<file path="config.mk">
export PLATFORM = sky130hd
export DESIGN_NAME = dark_level_corrector
export DESIGN_NICKNAME = d
export VERILOG_FILES = /design/src/rtl/blc_pkg.sv /design/src/rtl/blc_ctrl.sv /design/src/rtl/blc_datapath.sv /design/src/rtl/dark_level_corrector.sv
export SDC_FILE = /design/constraint.sdc
export NUM_CORES = 1
export LEC_CHECK = 0
export ABC_AREA = 1
export BUFFER_PORTS_ARGS = -buffer_cell sky130_fd_sc_hd__buf_2
export CORE_ASPECT_RATIO = 0.5
export CORE_MARGIN = 2
export CORE_UTILIZATION = 38
export DETAILED_ROUTE_END_ITERATION = 16
export SETUP_SLACK_MARGIN = 0.02
export SYNTH_ARGS = -nofsm -noshare
export SYNTH_HDL_FRONTEND = slang
export SYNTH_SLANG_ARGS = --single-unit
export TNS_END_PERCENT = 50
</file>
<file path="constraint.sdc">
create_clock -name clk -period 6.4 [get_ports clk]
set_input_delay 1.28 -clock clk [delete_from_list [all_inputs] [get_ports clk]]
set_output_delay 1.28 -clock clk [all_outputs]
set_load 0.01 [all_outputs]
</file>
<file path="src/rtl/blc_pkg.sv">
package blc_pkg;
  typedef struct packed {
    logic valid;      // accepted sample this cycle
    logic active;     // sample is an active pixel
    logic darkAny;    // sample is a dark reference pixel
    logic darkFirst;  // first dark pixel of the line
    logic darkLast;   // last dark pixel of the line
  } blcStrobe_t;
endpackage

</file>
<file path="src/rtl/blc_ctrl.sv">
module blc_ctrl
  import blc_pkg::*;
#(
  parameter int NUM_CH      = 3,
  parameter int CH_W        = 2,
  parameter int LEAD_BLANK  = 6,
  parameter int TEST_CNT    = 14,
  parameter int ACTIVE_CNT  = 8002,
  parameter int DARK_CNT    = 16,
  parameter int TRAIL_BLANK = 6
) (
  input  logic            clk,
  input  logic            rstN,
  input  logic            inValid,
  input  logic            inLineStart,
  input  logic [CH_W-1:0] inChan,
  output blcStrobe_t      strb
);
  localparam int ACT_START  = LEAD_BLANK + TEST_CNT;
  localparam int DARK_START = ACT_START + ACTIVE_CNT;
  localparam int DARK_END   = DARK_START + DARK_CNT;
  localparam int LINE_LEN   = DARK_END + TRAIL_BLANK;
  localparam int POS_W      = $clog2(LINE_LEN + 1);

  localparam logic [POS_W-1:0] P_ACT   = POS_W'(ACT_START);
  localparam logic [POS_W-1:0] P_DARK  = POS_W'(DARK_START);
  localparam logic [POS_W-1:0] P_DLAST = POS_W'(DARK_END - 1);
  localparam logic [POS_W-1:0] P_END   = POS_W'(LINE_LEN);
  localparam logic [CH_W:0]    CH_LIM  = (CH_W + 1)'(NUM_CH);

  logic [POS_W-1:0] pos [NUM_CH];
  logic [POS_W-1:0] posSel, curPos;
  logic             chanOk;

  assign chanOk = inValid && ({1'b0, inChan} < CH_LIM);

  always_comb begin
    posSel = P_END;
    for (int c = 0; c < NUM_CH; c++)
      if (inChan == CH_W'(c)) posSel = pos[c];
    curPos = inLineStart ? '0 : posSel;
  end

  always_ff @(posedge clk) begin
    if (!rstN) begin
      for (int c = 0; c < NUM_CH; c++) pos[c] <= P_END;
    end else if (chanOk) begin
      for (int c = 0; c < NUM_CH; c++)
        if (inChan == CH_W'(c))
          pos[c] <= (curPos == P_END) ? P_END : curPos + POS_W'(1);
    end
  end

  always_comb begin
    strb.valid     = chanOk;
    strb.active    = chanOk && (curPos >= P_ACT) && (curPos < P_DARK);
    strb.darkAny   = chanOk && (curPos >= P_DARK) && (curPos <= P_DLAST);
    strb.darkFirst = strb.darkAny && (curPos == P_DARK);
    strb.darkLast  = strb.darkAny && (curPos == P_DLAST);
  end

  for (genvar g = 0; g < NUM_CH; g++) begin : g_posChk
    assert_pos_bound_R11: assert property (@(posedge clk) disable iff (!rstN)
      pos[g] <= P_END);
  end

  assert_region_R2: assert property (@(posedge clk) disable iff (!rstN)
    $onehot0({strb.active, strb.darkAny}));

endmodule

</file>
<file path="src/rtl/blc_datapath.sv">
module blc_datapath
  import blc_pkg::*;
#(
  parameter int NUM_CH   = 3,
  parameter int CH_W     = 2,
  parameter int DATA_W   = 12,
  parameter int DARK_CNT = 16
) (
  input  logic              clk,
  input  logic              rstN,
  input  blcStrobe_t        strb,
  input  logic [CH_W-1:0]   chanIn,
  input  logic [DATA_W-1:0] sampleIn,
  output logic              outValid,
  output logic              outActive,
  output logic [CH_W-1:0]   outChan,
  output logic [DATA_W-1:0] outData
);
  localparam int SHIFT = $clog2(DARK_CNT);
  localparam int ACC_W = DATA_W + SHIFT;

  logic [ACC_W-1:0]  acc [NUM_CH];
  logic [DATA_W-1:0] avg [NUM_CH];
  logic [ACC_W-1:0]  sampleExt, accSel, sumNext;
  logic [DATA_W-1:0] avgSel, corrected;

  assign sampleExt = ACC_W'(sampleIn);

  always_comb begin
    accSel = '0;
    avgSel = '0;
    for (int c = 0; c < NUM_CH; c++)
      if (chanIn == CH_W'(c)) begin
        accSel = acc[c];
        avgSel = avg[c];
      end
    sumNext   = (strb.darkFirst ? '0 : accSel) + sampleExt;
    corrected = (sampleIn >= avgSel) ? sampleIn - avgSel : '0;
  end

  always_ff @(posedge clk) begin
    if (!rstN) begin
      for (int c = 0; c < NUM_CH; c++) begin
        acc[c] <= '0;
        avg[c] <= '0;
      end
    end else if (strb.darkAny) begin
      for (int c = 0; c < NUM_CH; c++)
        if (chanIn == CH_W'(c)) begin
          acc[c] <= sumNext;
          if (strb.darkLast) avg[c] <= DATA_W'(sumNext >> SHIFT);
        end
    end
  end

  always_ff @(posedge clk) begin
    if (!rstN) begin
      outValid  <= 1'b0;
      outActive <= 1'b0;
      outChan   <= '0;
      outData   <= '0;
    end else begin
      outValid  <= strb.valid;
      outActive <= strb.active;
      outChan   <= chanIn;
      outData   <= strb.active ? corrected : '0;
    end
  end

  assert_no_underflow_R4: assert property (@(posedge clk) disable iff (!rstN)
    strb.active |=> outData <= $past(sampleIn));

  assert_quiet_idle_R8: assert property (@(posedge clk) disable iff (!rstN)
    (outValid && !outActive) |-> outData == '0);

  assert_one_cycle_R9: assert property (@(posedge clk) disable iff (!rstN)
    strb.valid |=> outValid);

  assert_no_beat_R10: assert property (@(posedge clk) disable iff (!rstN)
    !strb.valid |=> (!outValid && !outActive));

endmodule

</file>
<file path="src/rtl/dark_level_corrector.sv">
module dark_level_corrector
  import blc_pkg::*;
#(
  parameter int NUM_CH      = 3,
  parameter int DATA_W      = 12,
  parameter int LEAD_BLANK  = 6,
  parameter int TEST_CNT    = 14,
  parameter int ACTIVE_CNT  = 8002,
  parameter int DARK_CNT    = 16,
  parameter int TRAIL_BLANK = 6,
  localparam int CH_W       = (NUM_CH > 1) ? $clog2(NUM_CH) : 1
) (
  input  logic              clk,
  input  logic              rstN,
  input  logic              inValid,
  input  logic              inLineStart,
  input  logic [CH_W-1:0]   inChan,
  input  logic [DATA_W-1:0] inData,
  output logic              outValid,
  output logic              outActive,
  output logic [CH_W-1:0]   outChan,
  output logic [DATA_W-1:0] outData
);
  blcStrobe_t strb;

  blc_ctrl #(
    .NUM_CH(NUM_CH), .CH_W(CH_W), .LEAD_BLANK(LEAD_BLANK), .TEST_CNT(TEST_CNT),
    .ACTIVE_CNT(ACTIVE_CNT), .DARK_CNT(DARK_CNT), .TRAIL_BLANK(TRAIL_BLANK)
  ) u_ctrl (
    .clk(clk), .rstN(rstN), .inValid(inValid), .inLineStart(inLineStart),
    .inChan(inChan), .strb(strb)
  );

  blc_datapath #(
    .NUM_CH(NUM_CH), .CH_W(CH_W), .DATA_W(DATA_W), .DARK_CNT(DARK_CNT)
  ) u_dp (
    .clk(clk), .rstN(rstN), .strb(strb), .chanIn(inChan), .sampleIn(inData),
    .outValid(outValid), .outActive(outActive), .outChan(outChan), .outData(outData)
  );
endmodule

</file>
; ---- Word-level counts from Yosys, hierarchy flattened
; Memories as Yosys holds them, arrays and structs flattened.
; Cells that the tools add are included.
[word_totals]
reg_bits = 16
ramBits = 123
out_inout_bits = 16
wordCells = 95
memories = 3
[classes]
n_addsub = 3
magnitude_cmp = 6
n_eq_ne = 5
muxes = 56
bitwise = 9
n_reduce_logical = 9
[memory_table]
columns = memory, words, word_bits, read_ports, rd_ports_with_merged_regs, write_ports, line_no
row1 = u_dp.acc, 3, 16, 3, 0, 3, blc_datapath.sv:22  ; logic [ACC_W-1:0] acc [NUM_CH];
row2 = u_ctrl.pos, 3, 13, 3, 0, 3, blc_ctrl.sv:31  ; logic [POS_W-1:0] pos [NUM_CH];
row3 = u_dp.avg, 3, 12, 3, 0, 3, blc_datapath.sv:23  ; logic [DATA_W-1:0] avg [NUM_CH];
[op_table]
columns = cell, n
row1 = $mux 16, 7
row2 = $mux 13, 8
row3 = $mux 12, 6
row4 = $eq 13x13->1 const B, 3
row5 = $mux 1, 35
row6 = $add 16x12->16, 1
row7 = $add 13x1->13 const B, 1
row8 = $ge 13x13->1 const B, 1
row9 = $ge 13x5->1 const B, 1
row10 = $le 13x13->1 const B, 1
row11 = $lt 13x13->1 const B, 1
row12 = $ge 12x12->1, 1
row13 = $sub 12x12->12, 1
row14 = $or 1x1->1, 9
row15 = $logic_and 1x1->1, 7
row16 = $reduce_and 3->1, 1
row17 = $eq 2x1->1 const B, 1
row18 = $eq 2x2->1 const B, 1
row19 = $logic_not 2->1, 1
row20 = $lt 2x2->1 const B, 1

; ---- Depth between registers and ports, before layout
; Gate-level depths: netlist of run 1.
[logic_depth]
word_depth = 15
ltp_mapped = 30
ltp_nobuf = 28

; ---- Hierarchy
; From an unflattened synthesis of run 1, not the netlist that was laid out.
[unflattened]
cells_unflattened = 817
hier_area_um2 = 7584.8
[modules_own_cells]
columns = module, n_inst, cells_per_inst, area_each_um2, seq_area_each_um2
row1 = blc_datapath, 1, 543, 5228.8, 2842.7
row2 = blc_ctrl, 1, 274, 2356.0, 1171.1

; ---- Least setup slack after synthesis of run 1
; No wires, ideal clock.
[synth_path]
path_kind = input to register
start = in inChan[0]
end = mem u_dp.avg[0][10], data pin
setup_time_ns = 0.188
arrival_ns = 4.864
required_time_ns = 6.212
setup_slack_ns = 1.348
path_stages = 27
cell_sequence = nor2_2 -> buf_4 -> buf_4 -> nand2_1 -> nand3_1 -> nand2_1 -> inv_1 -> ha_1 -> nand4_1 -> nor2_1 -> nand2_1 -> nand3_2 -> nand4_4 -> inv_1 -> buf_2 -> a31oi_1 -> ha_1 -> fa_1 -> nand3_1 -> nand2_1 -> nand2_1 -> o211ai_1 -> a21o_1 -> a21oi_1 -> o21a_1 -> nor3_1 -> nor3_1
[synth_lines]
columns = item, line_no
row1 = start: declaration, dark_level_corrector.sv:17  ; input logic [CH_W-1:0] inChan,
row2 = end: declaration, blc_datapath.sv:23

==> results of run 1 <==
[worst min-delay path, cell delays in order (launching register included)]
cell and delay [ns]:
edfxtp_1 0.32, nand2_1 0.05, nand3_1 0.11, fa_1 0.18
nor2_1 0.04
[flip-flops by register name, indices dropped and copies added, names as in the netlist]
register,cells
u_dp.acc,48
u_ctrl.pos,39
u_dp.avg,36
u_dp.outData,12
u_dp.outChan,2
u_dp.outActive,1
u_dp.outValid,1
[cell usage after synthesis, drive strengths merged (2+ instances only)]
master  number  area, µm²
a211oi       2       20.0
a21oi       43        215
a22o        11       96.3
a31oi       14       87.6
buf         12       76.3
clkbuf       8       30.0
dfxtp       16        320
edfxtp     123       3690
fa           2       40.0
ha          28        350
inv         65        247
nand2      143        547
nand3       48        293
nand4       12       96.3
nor2        69        315
nor3        19        110
nor3b        2       20.0
nor4         3       18.8
o211ai       2       15.0
o21a         2       15.0
o21ai       33        165
or2          2       12.5
xnor2        3       26.3
xor2        12        105
[power breakdown]
group          internal, mW  switching [mW]
combinational        0.0840           0.176
sequential             1.02         0.00979
clock                 0.604           0.391
[kinds of logic (layout without fill, tap and decap cells)]
kind of cell | after synthesis | in the layout | share of synthesized area (%)
xor+xnor | 15 | 15 | 1.88
flops | 139 | 139 | 57.4
simple gates | 300 | 300 | 20.4
buf+inv | 86 | 149 | 5.10
fa+ha+maj | 30 | 30 | 5.59
compound gates | 114 | 114 | 9.60
[per-stage QoR]
stage	setup WS (ns)	utilization, %	instances	area, µm²
floorplan	1.35	-	684	6990
global placement	0.786	42.3	949	7480
detailed placement	0.652	42.3	949	7480
CTS	1.05	45.7	981	8090
global route	0.516	45.7	981	8090
finish	1.02	45.7	981	8090
[metal layers]
| layer | part of all wire, % | track usage [%] | up-vias |
|---|---|---|---|
| li1 | - | - | 2499 |
| met1 | 50 | 23.0 | 2362 |
| met2 | 46 | 27.4 | 108 |
| met3 | 3.4 | 3.23 | 15 |
| met4 | 1.1 | 5.36 | 0 |
| met5 | 0 | 0 | - |
[path summary, 6_finish.rpt]
check / startpoint / to / slack [ns]
setup / recovery: inChan[1] / u_dp.avg[0][10] / 1.02
hold / removal: u_dp.avg[0][25] / u_dp.outData[1] / 0.74
hold reg to reg: u_dp.avg[0][25] / u_dp.outData[1] / 0.74
setup reg to reg: u_ctrl.pos[0][27] / u_dp.avg[0][10] / 2.09
[area by class of cell]
cell class | instances | area (µm²)
clock inverters | 12 | 110
flip-flops and latches | 139 | 4010
inverters | 66 | 250
repair buffers | 51 | 300
multi-input cells | 459 | 2630
well taps | 234 | 293
clock buffers | 20 | 500
fillers | 1642 | 9600
[placed cells by master (no fill, tap or decap), types with 8 or more instances in the layout]
cell	instances
nand2_1	139
edfxtp_1	123
inv_1	57
nor2_1	54
a21oi_1	43
nand3_1	39
buf_2	33
ha_1	28
clkbuf_16	20
buf_4	18
o21ai_1	17
o21ai_0	16
nor3_1	16
dfxtp_1	16
a31oi_1	14
nor2_2	13
xor2_1	12
a22o_1	11
nand4_1	10
nand3_2	8
==> out/summary.txt, run 1 <==
Status -> complete, no violations
CORE AREA -> 17,700 µm²
Ys async rst share -> 0%
First-pass GRT wire length -> 25,200 µm
Clk Tree Root Cell -> clkbuf_16
Worst vdd ir -> 0.194 mV
Avg Inst Size Synth -> 10.2 µm²
Total wire length -> 15,700 µm
Drc violations -> 0
Crit share post-route -> 84.1%
Worst path depth -> 26
Largest net degree at the start of global routing -> 29
Setup Buffers After CTS -> 0
Final hold viol count -> 0
Rows -> 34
Antenna viol nets, final -> 0
Lkg Pwr -> 3.25 nW
Clock sink count -> 139
RSZ-0062 raised after global routing -> no
Resize count post-CTS -> 0
TNS Setup -> 0 ns
Hold-fix buffers, CTS -> 0
Slowest cell delay on critical path -> 0.41 ns
H-tree levels -> 4
Tot GR Track Use -> 16.8%
Slew Viols, Final -> 0
Tmin final -> 5.38 ns
Hold slack -> 0.743 ns
Layout overhead on the synthesized area -> 15.8%
CP max-delay cell -> fa_1
Port Buffers -> 33
Via count -> 4,984
Hold path cells -> 4
Critical path type -> input pin to register
CP endpoint kind -> register
1st-pass router iterations -> 5
Crit path arrival time -> 5.59 ns
Synth warn -> 0
Starting Density -> 39.5%
Hpwl dp -> 11,000 µm
Proportion of layout cells with a drive suffix above 1 -> 17.1%
Worst slew pin tran -> 0.580 ns
CP Buf/Inv Count -> 4
Hold crit path type -> register to register
P per Cell Area -> 283 nW/µm²
WP data required -> 6.61 ns
Number of flops mapped to enable cells by yosys -> 123
Post-Route Skew -> 0.0154 ns
Slew headroom -> 61.0%
Antenna violations before repair -> 0
IO Pins -> 34
Routed wire per std cell -> 16.0 µm
Total gr overflow -> 0
Die area -> 19,600 µm²
Clk Latency, worst-skew pair -> 0.42 ns
Clock transition at path regs -> 0.06 ns
Setup violators final -> 0
Final Wtd Congestion -> 0.938
Post-synthesis sequential area ratio -> 57.4%
Synth Register Bits -> 139
Highest Clock Rate -> 186 MHz
Critical path's top delay family -> simple AND/OR/NAND/NOR gates
Worst setup SP type -> input pin
Nets -> 782
Num CTS Buffers -> 17
Syn_nets -> 732
Clock Path Buffers -> 2
Most used DFF post-synth -> edfxtp_1
CTS tree -> yes
Vias/cell -> 5.08
Synth Cell Area -> 6990 µm²
Die Width -> 196 µm
Syn Inst Count -> 684
Die height -> 99.9 µm
Top cell by count, worst path -> nand2_1
# diodes -> 0
Detailed Route Iter0 Violations -> 368
Number of global-route vias before repair -> 4,865
Worst R2R Path Depth -> 25
Power, Total -> 2.29 mW
Maximum Capacitance Violations -> 0
Synth unique cells -> 52
Maximum fanout along the worst path -> 24
(Power assumes the default switching activity.)
==> run 2, diff against run 1 <==
==> constraint.sdc (replaced) <==
create_clock -name clk -period 5.63 [get_ports clk]
set_input_delay 1.126 -clock clk [delete_from_list [all_inputs] [get_ports clk]]
set_output_delay 1.126 -clock clk [all_outputs]
set_load 0.01 [all_outputs]
==> out/summary.txt, run 2 (synthesis results as in run 1) <==
Number of global-route vias before repair -> 4,764
Worst setup SP type -> input pin
1st-pass router iterations -> 5
Worst R2R Path Depth -> 26
CP max-delay cell -> o31ai_1
Vias/cell -> 5.13
Nets -> 785
Maximum Capacitance Violations -> 0
Max reg flops -> 48
First-pass GRT wire length -> 25,400 µm
Hold path cells -> 4
CORE AREA -> 17,700 µm²
Drc violations -> 0
Crit path arrival time -> 5.30 ns
Maximum fanout along the worst path -> 15
Antenna viol nets, final -> 0
Proportion of layout cells with a drive suffix above 1 -> 17.1%
Hpwl dp -> 11,200 µm
Setup violators final -> 0
Worst slew pin tran -> 0.630 ns
Biggest registers after layout -> u_dp.acc (48), u_ctrl.pos (39), u_dp.avg (36)
# diodes -> 0
TNS Setup -> 0 ns
Worst vdd ir -> 0.204 mV
Antenna violations before repair -> 0
WP data required -> 5.87 ns
Tmin final -> 5.06 ns
Clk Latency, worst-skew pair -> 0.42 ns
Layout overhead on the synthesized area -> 15.7%
CP endpoint kind -> register
IO Pins -> 34
H-tree levels -> 4
Total wire length -> 15,700 µm
Top cell by count, worst path -> nand2_1
Detailed Route Iter0 Violations -> 471
Lkg Pwr -> 3.25 nW
Clock Path Buffers -> 2
Via count -> 5,043
Port Buffers -> 33
Final hold viol count -> 0
Critical path type -> input pin to register
Num CTS Buffers -> 17
RSZ-0062 raised after global routing -> no
Post-Route Skew -> 0.00801 ns
Tot GR Track Use -> 16.8%
Routed wire per std cell -> 16.0 µm
Clock sink count -> 139
Highest Clock Rate -> 198 MHz
Reg with most FFs -> u_dp.acc
Hold crit path type -> register to register
Die height -> 99.9 µm
Clk Tree Root Cell -> clkbuf_16
Die Width -> 196 µm
Starting Density -> 39.5%
Slew Viols, Final -> 0
Rows -> 34
Most common cell after layout, fill and taps aside -> nand2_1
Power, Total -> 2.56 mW
Crit share post-route -> 89.9%
Status -> complete, no violations
Slew headroom -> 57.6%
Largest net degree at the start of global routing -> 29
Commonest cells after routing, fill and taps aside -> nand2_1, edfxtp_1, inv_1
Die area -> 19,600 µm²
CTS tree -> yes
Final Wtd Congestion -> 0.886
Clock transition at path regs -> 0.06 ns
Slowest cell delay on critical path -> 0.35 ns
Total gr overflow -> 0
P per Cell Area -> 317 nW/µm²
## run 2: cell count changes in the layout (fill, tap and decap cells not counted)
cell,previous run,this run
clkinv_1,1,4
clkinv_2,3,2
inv_6,0,3
clkbuf_16,20,17
bufinv_16,1,2
nor2_2,13,12
clkinv_4,4,3
clkinvlp_4,4,2
buf_4,18,21
nor2_4,1,2
## run 2: report_power, final
group          internal, mW  leakage [nW]  switching, mW
Combinational        0.0968          1.63          0.202
Sequential             1.16          1.35         0.0110
Clock                 0.651         0.277          0.437
## run 2: routing by layer
metal	GRT usage [%]	vias up	wire length [µm]
met5	0	-	0
met4	5.01	0	160
met3	3.63	15	831
met2	27.4	131	7230
met1	22.9	2382	7490
li1	-	2515	-
## run 2: path summary, 6_finish.rpt
path	from	endpoint	slack, ns
min	u_dp.avg[0][25]	u_dp.outData[1]	0.73
max	inChan[1]	u_dp.avg[0][11]	0.57
max reg2reg	u_ctrl.pos[0][27]	u_dp.avg[0][11]	1.44
min reg2reg	u_dp.avg[0][25]	u_dp.outData[1]	0.73
## run 2: critical path, delay by kind of cell
family	cells	cell delay [ns]
AND/OR/NAND/NOR	16	1.95
adder cells (fa/ha/maj)	2	0.50
buffers and inverters	6	1.01
AO/OA/AOI/OAI	4	0.69
## run 2: metrics by stage
stage	setup slack, ns	cells	instance area (µm²)	hold slack, ns	utilization [%]
6_report	0.570	984	8090	0.730	45.7
5_1_grt	0.0383	984	8090	0.774	45.7
4_1_cts	0.501	984	8080	0.737	45.7
3_5_place_dp	0.0965	952	7510	0.729	42.4
3_3_place_gp	0.311	952	7510	0.714	42.4
2_1_floorplan	0.732	684	6990	0.670	-
## run 2: cell type report
cell class	count	area, µm²
Fill cell	1669	9610
Sequential cell	139	4010
Multi-Input combinational cell	459	2630
Clock buffer	17	425
Timing Repair Buffer	54	323
Tap cell	234	293
Inverter	66	250
Clock inverter	15	149
## run 2: what timing repair did
action,in CTS,in global routing
setup endpoints to repair,0,3
gates resized for setup,0,1
hold buffers,0,0
buffers inserted,0,0
